[config.mk]
export PLATFORM = sky130hd
export DESIGN_NAME = cas_inserter
export DESIGN_NICKNAME = d
export VERILOG_FILES = /design/src/rtl/cas_pkg.sv /design/src/rtl/cas_timing.sv /design/src/rtl/cas_capture.sv /design/src/rtl/cas_insert.sv /design/src/rtl/cas_inserter.sv
export SDC_FILE = /design/constraint.sdc
export NUM_CORES = 1
export LEC_CHECK = 0
export ABC_AREA = 0
export BUFFER_PORTS_ARGS = -buffer_cell sky130_fd_sc_hd__buf_2
export CORE_MARGIN = 2
export CORE_UTILIZATION = 63
export DETAILED_ROUTE_END_ITERATION = 12
export GPL_TIMING_DRIVEN = 1
export PLACE_DENSITY = 0.86
export SETUP_SLACK_MARGIN = 0.2
export SYNTH_ARGS = -nofsm -noshare
export SYNTH_HDL_FRONTEND = slang
export SYNTH_HIERARCHICAL = 1
export SYNTH_SLANG_ARGS = --single-unit
[constraint.sdc]
create_clock -name clk_i -period 3.5 [get_ports clk_i]
set_clock_uncertainty 0.1 [all_clocks]
set_input_delay 0.7 -clock clk_i [delete_from_list [all_inputs] [get_ports clk_i]]
set_output_delay 0.7 -clock clk_i [all_outputs]
set_load 0.005 [all_outputs]
[src/rtl/cas_pkg.sv]
package cas_pkg;
  localparam int SLOTS    = 32;
  localparam int BITS     = 8;
  localparam int FRAMES   = 16;
  localparam int NIB      = 4;
  localparam int SIG_SLOT = 16;
  localparam int SLOT_W   = $clog2(SLOTS);
  localparam int BIT_W    = $clog2(BITS);
  localparam int FRAME_W  = $clog2(FRAMES);
  localparam int NIB_W    = $clog2(NIB);
endpackage

[src/rtl/cas_timing.sv]
module cas_timing
  import cas_pkg::*;
(
  input  logic               clk_i,
  input  logic               rst_ni,
  input  logic               sync_i,
  input  logic               mfsync_i,
  output logic [FRAME_W-1:0] frame_o,
  output logic [SLOT_W-1:0]  slot_o,
  output logic [BIT_W-1:0]   bit_o
);
  logic [FRAME_W-1:0] frame_q;
  logic [SLOT_W-1:0]  slot_q;
  logic [BIT_W-1:0]   bit_q;
  logic               start;

  assign start = sync_i | mfsync_i;

  always_comb begin
    bit_o  = start ? '0 : bit_q;
    slot_o = start ? '0 : slot_q;
    if (mfsync_i)    frame_o = '0;
    else if (sync_i) frame_o = (frame_q == FRAME_W'(FRAMES-1)) ? '0 : frame_q + 1'b1;
    else             frame_o = frame_q;
  end

  always_ff @(posedge clk_i or negedge rst_ni) begin
    if (!rst_ni) begin
      frame_q <= '0;
      slot_q  <= '0;
      bit_q   <= '0;
    end else begin
      frame_q <= frame_o;
      if (bit_o == BIT_W'(BITS-1)) begin
        bit_q  <= '0;
        slot_q <= (slot_o == SLOT_W'(SLOTS-1)) ? '0 : slot_o + 1'b1;
      end else begin
        bit_q  <= bit_o + 1'b1;
        slot_q <= slot_o;
      end
    end
  end
endmodule

[src/rtl/cas_capture.sv]
module cas_capture
  import cas_pkg::*;
(
  input  logic                        clk_i,
  input  logic                        rst_ni,
  input  logic                        mf_mode_i,
  input  logic                        sig_i,
  input  logic [FRAME_W-1:0]          frame_i,
  input  logic [SLOT_W-1:0]           slot_i,
  input  logic [BIT_W-1:0]            bit_i,
  output logic [SLOTS-1:0][NIB-1:0]   nib_o,
  output logic [1:0][BITS-1:0]        oct_o
);
  logic cap_en, xfer, nib_phase;

  assign cap_en    = !mf_mode_i || (frame_i == FRAME_W'(FRAMES-1));
  assign xfer      = cap_en && (slot_i == SLOT_W'(SLOTS-1)) && (bit_i == BIT_W'(BITS-1));
  assign nib_phase = bit_i >= BIT_W'(BITS-NIB);

  // Per-slot nibble: capture register plus insertion copy
  for (genvar i = 0; i < SLOTS; i++) begin : g_nib
    if (i == 0 || i == SIG_SLOT) begin : g_octet_slot
      assign nib_o[i] = '0;
    end else begin : g_chan
      logic [NIB-1:0] cap_q, cap_d, ins_q;
      assign cap_d = (cap_en && nib_phase && slot_i == SLOT_W'(i)) ?
                     {cap_q[NIB-2:0], sig_i} : cap_q;
      always_ff @(posedge clk_i or negedge rst_ni) begin
        if (!rst_ni) begin
          cap_q <= '0;
          ins_q <= '0;
        end else begin
          cap_q <= cap_d;
          if (xfer) ins_q <= cap_d;
        end
      end
      assign nib_o[i] = ins_q;
    end
  end

  // Full octets for slot 0 (k=0) and the signaling slot (k=1)
  for (genvar k = 0; k < 2; k++) begin : g_oct
    localparam int OSLOT = k * SIG_SLOT;
    logic [BITS-1:0] cap_q, cap_d, ins_q;
    assign cap_d = (cap_en && slot_i == SLOT_W'(OSLOT)) ?
                   {cap_q[BITS-2:0], sig_i} : cap_q;
    always_ff @(posedge clk_i or negedge rst_ni) begin
      if (!rst_ni) begin
        cap_q <= '0;
        ins_q <= '0;
      end else begin
        cap_q <= cap_d;
        if (xfer) ins_q <= cap_d;
      end
    end
    assign oct_o[k] = ins_q;
  end
endmodule

[src/rtl/cas_insert.sv]
module cas_insert
  import cas_pkg::*;
(
  input  logic                      clk_i,
  input  logic                      rst_ni,
  input  logic                      data_i,
  input  logic                      int_en_i,
  input  logic                      int_bit_i,
  input  logic [FRAME_W-1:0]        frame_i,
  input  logic [SLOT_W-1:0]         slot_i,
  input  logic [BIT_W-1:0]          bit_i,
  input  logic [SLOTS-1:0][NIB-1:0] nib_i,
  input  logic [1:0][BITS-1:0]      oct_i,
  output logic                      data_o
);
  logic [SLOT_W-1:0] lo_idx, hi_idx;
  logic [NIB_W-1:0]  nib_pos;
  logic [BIT_W-1:0]  oct_pos;
  logic              sel;

  assign lo_idx  = SLOT_W'(frame_i);
  assign hi_idx  = SLOT_W'(frame_i) + SLOT_W'(SIG_SLOT);
  assign nib_pos = NIB_W'(NIB-1) - NIB_W'(bit_i);
  assign oct_pos = BIT_W'(BITS-1) - bit_i;

  always_comb begin
    sel = data_i;
    if (slot_i == SLOT_W'(SIG_SLOT)) begin
      if (frame_i == '0)                  sel = oct_i[1][oct_pos];
      else if (bit_i < BIT_W'(BITS-NIB))  sel = nib_i[lo_idx][nib_pos];
      else                                sel = nib_i[hi_idx][nib_pos];
    end else if (slot_i == '0 && frame_i[0]) begin
      sel = oct_i[0][oct_pos];
    end
    if (int_en_i) sel = int_bit_i;
  end

  always_ff @(posedge clk_i or negedge rst_ni) begin
    if (!rst_ni) data_o <= 1'b0;
    else         data_o <= sel;
  end
endmodule

[src/rtl/cas_inserter.sv]
module cas_inserter
  import cas_pkg::*;
(
  input  logic clk_i,
  input  logic rst_ni,
  input  logic sync_i,
  input  logic mfsync_i,
  input  logic mf_mode_i,
  input  logic sig_i,
  input  logic data_i,
  input  logic int_en_i,
  input  logic int_bit_i,
  output logic data_o
);
  logic [FRAME_W-1:0]        cur_frame;
  logic [SLOT_W-1:0]         cur_slot;
  logic [BIT_W-1:0]          cur_bit;
  logic [SLOTS-1:0][NIB-1:0] ins_nib;
  logic [1:0][BITS-1:0]      ins_oct;

  cas_timing u_timing (
    .clk_i    (clk_i),
    .rst_ni   (rst_ni),
    .sync_i   (sync_i),
    .mfsync_i (mfsync_i),
    .frame_o  (cur_frame),
    .slot_o   (cur_slot),
    .bit_o    (cur_bit)
  );

  cas_capture u_capture (
    .clk_i     (clk_i),
    .rst_ni    (rst_ni),
    .mf_mode_i (mf_mode_i),
    .sig_i     (sig_i),
    .frame_i   (cur_frame),
    .slot_i    (cur_slot),
    .bit_i     (cur_bit),
    .nib_o     (ins_nib),
    .oct_o     (ins_oct)
  );

  cas_insert u_insert (
    .clk_i     (clk_i),
    .rst_ni    (rst_ni),
    .data_i    (data_i),
    .int_en_i  (int_en_i),
    .int_bit_i (int_bit_i),
    .frame_i   (cur_frame),
    .slot_i    (cur_slot),
    .bit_i     (cur_bit),
    .nib_i     (ins_nib),
    .oct_i     (ins_oct),
    .data_o    (data_o)
  );
endmodule

==> flow_metrics.env, run 1 <==
export IMPL_run_status="finished, final reports clean"
export IMPL_path_delay_family="multiplexers"
export IMPL_fmax_mhz=316
export IMPL_cts_root_buf="clkbuf_16"
export IMPL_initial_utilization_pct=64.6
export IMPL_grt_pass1_wl_mm=49.3
export IMPL_ir_drop_mv=0.349
export IMPL_synth_ff_type="dfrtp_1"
export IMPL_rr_worst_depth=10
export IMPL_wl_per_cell_um=20.1
export IMPL_final_hold_viol_count=0
export IMPL_final_common_cell="nand2_1"
export IMPL_cts_sinks=284
export IMPL_portBuffers=9
export IMPL_grt_max_degree=145
export IMPL_area_growth_syn_to_layout_pct=11.4
export IMPL_p_int_w=0.00529
export IMPL_synth_cell_types=65
export IMPL_via_per_inst=6.24
export IMPL_clk_latency_ns=0.54
export IMPL_worstPathArrival_ns=3.49
export IMPL_slew_headroom_pct=20.5
export IMPL_hp_class="primary input to asynchronous set/reset pin"
export IMPL_finalWirelength_mm=29.7
export IMPL_yosysWarnings=6
export IMPL_critical_path_required_ns=3.83
export IMPL_routabilityCongestion=0.887
export IMPL_cts_buffers=28
export IMPL_std_cell_rows=51
export IMPL_path_class="flip-flop to flip-flop"
export IMPL_power_density_nw_per_um2=475
export IMPL_ant_nets=0
export IMPL_synth_seq_cells=284
export IMPL_die_width_um=146
export IMPL_worst_slew_pin_slew_ns=1.19
export IMPL_grt_pass1_vias=9456
export IMPL_yosysSeqAreaShare_pct=56.1
export IMPL_coreArea_um2=19600
export IMPL_ioPinCount=10
export IMPL_dp_hpwl_mm=18.5
export IMPL_track_usage_pct=28.6
export IMPL_critPathMaxStageDelay_ns=0.55
export IMPL_antenna_found_initial=0
export IMPL_end_kind="flip-flop"
export IMPL_r2r_start="u_timing/frame_q[0]$_DFF_PN0_"
export IMPL_place_ws_ns=0.145
export IMPL_pwr_share_comb_pct=3.5
export IMPL_post_route_drc_count=0
export IMPL_fin_ws_ns=0.338
export IMPL_seqPwrFrac_pct=49.4
export IMPL_reg2reg_slack_ns=0.34
export IMPL_slowest_stage="mux4_2"
export IMPL_nNetsFinal=1202
export IMPL_fin_cells=1475
export IMPL_maxCapViolCount=0
export IMPL_critPathBufInv=1
export IMPL_p_leak_nw=6.71
export IMPL_setup_viol=0
export IMPL_syn_inst=1185
export IMPL_start_kind="flip-flop"
export IMPL_drtIter0Drc=950
export IMPL_layout_common_cells="nand2_1, dfrtp_1, o21ai_0"
export IMPL_syn_area_um2=12700
export IMPL_cpMostUsedCell="mux2i_1"
export IMPL_cts_buffer_depth=3
export IMPL_hold_buffers=0
export IMPL_drt_pass1_iter_count=5
export IMPL_report_final_slew_viol_count=0
export IMPL_vias=9208
export IMPL_syn_avg_cell_area_um2=10.7
export IMPL_period_share_pct=90.4
export IMPL_fin_util_pct=72.0
export IMPL_setup_tns_final_ns=0
export IMPL_cts_tree="yes"
export IMPL_clkPwrFrac_pct=47.1
export IMPL_rr_endpoint="u_insert/data_o$_DFF_PN0_"
export IMPL_die_area_um2=21300
export IMPL_sw_frac_of_total_pct=21.0
export IMPL_die_y_um=146
export IMPL_holdWs_ns=0.0767
export IMPL_synth_edf_count=0
export IMPL_place_inst=1420
export IMPL_min_period_ns=3.16
export IMPL_grt_overflow_total=0
export IMPL_switching_power_w=0.00140
export IMPL_async_flop_share_pct=100
export IMPL_insertedDiodeCount=0
export IMPL_htree_levels=1
export IMPL_rsz0062_at_grt="no"
export IMPL_drive_above_1_share_pct=17.6
export IMPL_critical_path_peak_fanout=18
export IMPL_clk_pin_slew_ns=0.07
export IMPL_yosysTopAreaCell="dfrtp_1"
export IMPL_synthTopCellsByArea="dfrtp_1, o21ai_0, nand2_1"
export IMPL_synth_top_cell_area_share_pct=56.1
export IMPL_path_cells="ha_1 > mux2i_1 > nor2_4 > buf_12 > mux4_2 > mux2i_1 > mux2i_1 > o32ai_2 > o211ai_1 > and3_1"
[worst register-to-register path, stage by stage, from the launching register on]
cell,delay (ns)
dfrtp_1,0.42
ha_1,0.30
mux2i_1,0.10
nor2_4,0.37
buf_12,0.25
mux4_2,0.56
mux2i_1,0.25
mux2i_1,0.14
o32ai_2,0.25
o211ai_1,0.13
and3_1,0.19
[through the flow]
stage | power [W] | cell area, µm²
after floorplan | 0.00349 | 12700
after global routing | 0.00693 | 14100
after CTS | 0.00674 | 14100
after global placement | 0.00359 | 13100
final | 0.00670 | 14100
after detailed placement | 0.00360 | 13100
[area by class of cell]
type | count | area (µm²)
clock buffers | 39 | 853
clock inverters | 13 | 146
flip-flops and latches | 284 | 7110
fillers | 1251 | 5490
multi-input cells | 815 | 5100
repair buffers | 54 | 543
well taps | 265 | 332
inverters | 5 | 18.8
[worst max-delay path by stage]
| stage | slack (ns) | start | endpoint | depth (start not counted) |
|---|---|---|---|---|
| 5_1_grt | 0.26 | u_timing/frame_q[0]$_DFF_PN0_ | u_capture/g_nib[18].g_chan.ins_q[3]$_DFFE_PN0P_ | 9 |
| 4_1_cts | 0.40 | u_timing/frame_q[0]$_DFF_PN0_ | u_insert/data_o$_DFF_PN0_ | 10 |
| 2_1_floorplan | 0.63 | sync_i | u_capture/g_nib[29].g_chan.ins_q[1]$_DFFE_PN0P_ | 8 |
| 3_3_place_gp | 0.25 | sync_i | u_insert/data_o$_DFF_PN0_ | 10 |
| 3_5_place_dp | 0.14 | sync_i | u_capture/g_nib[27].g_chan.cap_q[3]$_DFF_PN0_ | 8 |
| 6_report | 0.34 | u_timing/frame_q[0]$_DFF_PN0_ | u_insert/data_o$_DFF_PN0_ | 10 |
[kinds of logic (layout without fill, tap and decap cells)]
family                     Yosys count  after routing  synth area share (%)
buffers and inverters               93            111                  4.29
muxes                               88             88                  11.0
and+or+nand+nor                    430            430                  14.8
other                                1              8                0.0296
AOI/OAI and AO/OA                  282            282                  13.1
xor gates and xnor gates             2              2                 0.138
adders and majority gates            5              5                 0.494
DFF                                284            284                  56.1
[sequential cells by signal, summed over array words and instances (netlist names)]
signal	flops
u_capture/g_oct.ins_q	16
u_timing/frame_q	4
u_capture/g_nib.g_chan.cap_q	119
u_timing/slot_q	5
u_capture/g_nib.g_chan.ins_q	120
u_capture/g_oct.cap_q	16
u_insert/data_o	1
u_timing/bit_q	3
[power by group through the flow]
stage	sequential (W)	combinational [W]	clock (W)
after floorplan	0.00337	0.000119	0
after global placement	0.00337	0.000222	0
after detailed placement	0.00337	0.000228	0
after CTS	0.00331	0.000236	0.00320
after global routing	0.00331	0.000258	0.00336
final	0.00331	0.000234	0.00316
[synth_stat cells, types with 2 or more instances]
library cell  number
mux2_2            42
o22ai_1            5
buf_12             4
mux4_1            11
nand2b_1           7
buf_4             12
nor3b_1            4
and2_1             7
a211o_1            2
a21oi_1            4
nand3b_1           3
nand2_1          291
nand4_1            2
o21ai_0          221
a2111oi_4          2
nor3_1             2
or2_2              2
nor2_1            20
mux2i_1           11
inv_1              5
buf_6              4
and3_1             4
nand3_1           69
a211oi_1           2
mux4_2            22
or3_1              3
buf_1              3
o211ai_1           6
buf_2             31
clkbuf_1          32
a21bo_2           23
o21ai_1            5
or3b_2             3
nor2b_1            2
dfrtp_1          284
ha_1               5
and3b_1            2
[metal layers]
metal,vias up,GRT usage [%],share of wire (%)
li1,4123,-,-
met1,4626,39.3,40
met2,396,47.1,49
met3,63,4.76,7.5
met4,0,9.75,2.5
met5,-,0,0
[repair_timing]
| action | 4_1_cts | 5_1_grt |
|---|---|---|
| gates resized for setup | 0 | 0 |
| buffers inserted | 3 | 0 |
| setup endpoints to repair | 2 | 0 |
(Power assumes the default switching activity.)
==> run 2, diff against run 1 <==
Settings changed: CORE_UTILIZATION 63 to 45, PLACE_DENSITY 0.86 to 0.67.
==> flow_metrics.env, run 2 (synthesis results as in run 1) <==
export IMPL_run_status="finished, final reports clean"
export IMPL_cts_tree="yes"
export IMPL_largest_reg_flops=120
export IMPL_grt_max_degree=141
export IMPL_slowest_stage="mux4_1"
export IMPL_path_class="flip-flop to flip-flop"
export IMPL_insertedDiodeCount=0
export IMPL_drive_above_1_share_pct=18.8
export IMPL_grt_overflow_total=0
export IMPL_maxCapViolCount=0
export IMPL_min_period_ns=3.02
export IMPL_setup_viol=0
export IMPL_die_y_um=172
export IMPL_post_route_drc_count=0
export IMPL_seqPwrFrac_pct=48.2
export IMPL_period_share_pct=86.3
export IMPL_clk_latency_ns=0.57
export IMPL_std_cell_rows=61
export IMPL_sw_frac_of_total_pct=21.3
export IMPL_clk_pin_slew_ns=0.06
export IMPL_critical_path_required_ns=3.86
export IMPL_ant_nets=0
export IMPL_regMostFlops="u_capture/g_nib.g_chan.ins_q"
export IMPL_fmax_mhz=331
export IMPL_reg2reg_slack_ns=0.48
export IMPL_critical_path_peak_fanout=6
export IMPL_via_per_inst=5.44
export IMPL_p_leak_nw=6.79
export IMPL_drt_pass1_iter_count=5
export IMPL_start_kind="flip-flop"
export IMPL_p_int_w=0.00540
export IMPL_rr_endpoint="u_insert/data_o$_DFF_PN0_"
export IMPL_setup_tns_final_ns=0
export IMPL_vias=8748
export IMPL_layout_common_cells="nand2_1, dfrtp_1, o21ai_0"
export IMPL_power_density_nw_per_um2=478
export IMPL_cts_buffers=30
export IMPL_slew_headroom_pct=39.7
export IMPL_final_hold_viol_count=0
export IMPL_critPathBufInv=1
export IMPL_place_inst=1539
export IMPL_grt_pass1_wl_mm=46.6
export IMPL_pwr_share_comb_pct=3.5
export IMPL_cts_root_buf="clkbuf_16"
export IMPL_path_cells="ha_1 > nand3_1 > nand3b_1 > a21oi_4 > buf_4 > mux4_1 > mux2i_1 > mux2i_1 > o32ai_2 > o211ai_1 > and3_1"
export IMPL_rsz0062_at_grt="no"
export IMPL_grt_pass1_vias=8642
export IMPL_r2r_start="u_timing/frame_q[0]$_DFF_PN0_"
export IMPL_critPathMaxStageDelay_ns=0.59
export IMPL_area_growth_syn_to_layout_pct=13.6
export IMPL_finalWirelength_mm=28.4
export IMPL_ir_drop_mv=0.439
export IMPL_reg_largest_list="u_capture/g_nib.g_chan.ins_q (120), u_capture/g_nib.g_chan.cap_q (119)"
export IMPL_cts_sinks=284
export IMPL_nNetsFinal=1222
export IMPL_routabilityCongestion=0.830
export IMPL_die_width_um=172
export IMPL_track_usage_pct=20.0
export IMPL_clkPwrFrac_pct=48.3
export IMPL_cts_buffer_depth=3
export IMPL_path_delay_family="multiplexers"
export IMPL_final_common_cell="nand2_1"
export IMPL_switching_power_w=0.00146
export IMPL_dp_hpwl_mm=18.9
export IMPL_worstPathArrival_ns=3.38
export IMPL_fin_cells=1609
export IMPL_die_area_um2=29500
export IMPL_end_kind="flip-flop"
export IMPL_portBuffers=9
export IMPL_report_final_slew_viol_count=0
export IMPL_drtIter0Drc=645
export IMPL_coreArea_um2=27800
export IMPL_rr_worst_depth=11
export IMPL_ioPinCount=10
export IMPL_antenna_found_initial=0
export IMPL_worst_slew_pin_slew_ns=0.904
export IMPL_cpMostUsedCell="mux2i_1"
export IMPL_wl_per_cell_um=17.7
export IMPL_hp_class="primary input to asynchronous set/reset pin"
export IMPL_initial_utilization_pct=45.6
export IMPL_htree_levels=1
export IMPL_hold_buffers=0
-- run 2: cell types whose count changed in the layout (fill, tap and decap cells not counted), sizes merged --
cell,before,now
clkbuf,39,42
clkinv,9,8
buf,54,72
bufinv,3,4
-- run 2: metal layers --
metal / routed length, µm / vias up / part of all wire, % / track usage, %
li1: - / 4163 / - / -
met1: 12900 / 4344 / 45 / 28.1
met2: 13500 / 189 / 48 / 32.6
met3: 1220 / 52 / 4.3 / 2.74
met4: 792 / 0 / 2.8 / 6.10
met5: 0 / - / 0 / 0
-- run 2: repair_timing --
| item | 4_1_cts | 5_1_grt |
|---|---|---|
| buffers inserted | 0 | 15 |
| resized for setup | 0 | 0 |
| hold endpoints to repair | 0 | 0 |
| endpoints found under the setup margin | 0 | 2 |
-- run 2: how the worst max path moves through the flow --
stage / startpoint / endpoint / slack [ns] / cells past startpoint
6_report: u_timing/frame_q[0]$_DFF_PN0_ / u_insert/data_o$_DFF_PN0_ / 0.48 / 11
5_1_grt: u_timing/frame_q[0]$_DFF_PN0_ / u_insert/data_o$_DFF_PN0_ / 0.33 / 11
4_1_cts: u_timing/frame_q[0]$_DFF_PN0_ / u_insert/data_o$_DFF_PN0_ / 0.35 / 11
3_5_place_dp: sync_i / u_insert/data_o$_DFF_PN0_ / 0.18 / 10
3_3_place_gp: sync_i / u_insert/data_o$_DFF_PN0_ / 0.21 / 10
2_1_floorplan: sync_i / u_capture/g_nib[29].g_chan.ins_q[1]$_DFFE_PN0P_ / 0.63 / 8
-- run 2: stage by stage --
step                      area [µm²]  hold WS, ns  total power [W]  util, %  setup WS, ns
after floorplan                12700        0.299          0.00349        -         0.631
after global placement         13200        0.317          0.00359     47.5         0.209
after detailed placement       13200        0.319          0.00360     47.5         0.180
after CTS                      14300       0.0503          0.00692     51.3         0.354
after global routing           14400       0.0492          0.00711     51.8         0.335
final                          14400       0.0397          0.00687     51.8         0.479
-- run 2: area by class of cell --
| class | instances | area [µm²] |
|---|---|---|
| Timing Repair Buffer | 72 | 628 |
| Multi-Input combinational cell | 815 | 5110 |
| Clock inverter | 13 | 183 |
| Clock buffer | 42 | 866 |
| Sequential cell | 284 | 7110 |
| Tap cell | 378 | 473 |
| Fill cell | 2537 | 13400 |
| Inverter | 5 | 18.8 |
-- run 2: power by group through the flow --
stage	clock, W	combinational, W	sequential (W)
global placement	0	0.000224	0.00337
floorplan	0	0.000119	0.00337
CTS	0.00338	0.000228	0.00331
finish	0.00332	0.000244	0.00331
detailed placement	0	0.000228	0.00337
global route	0.00353	0.000273	0.00331
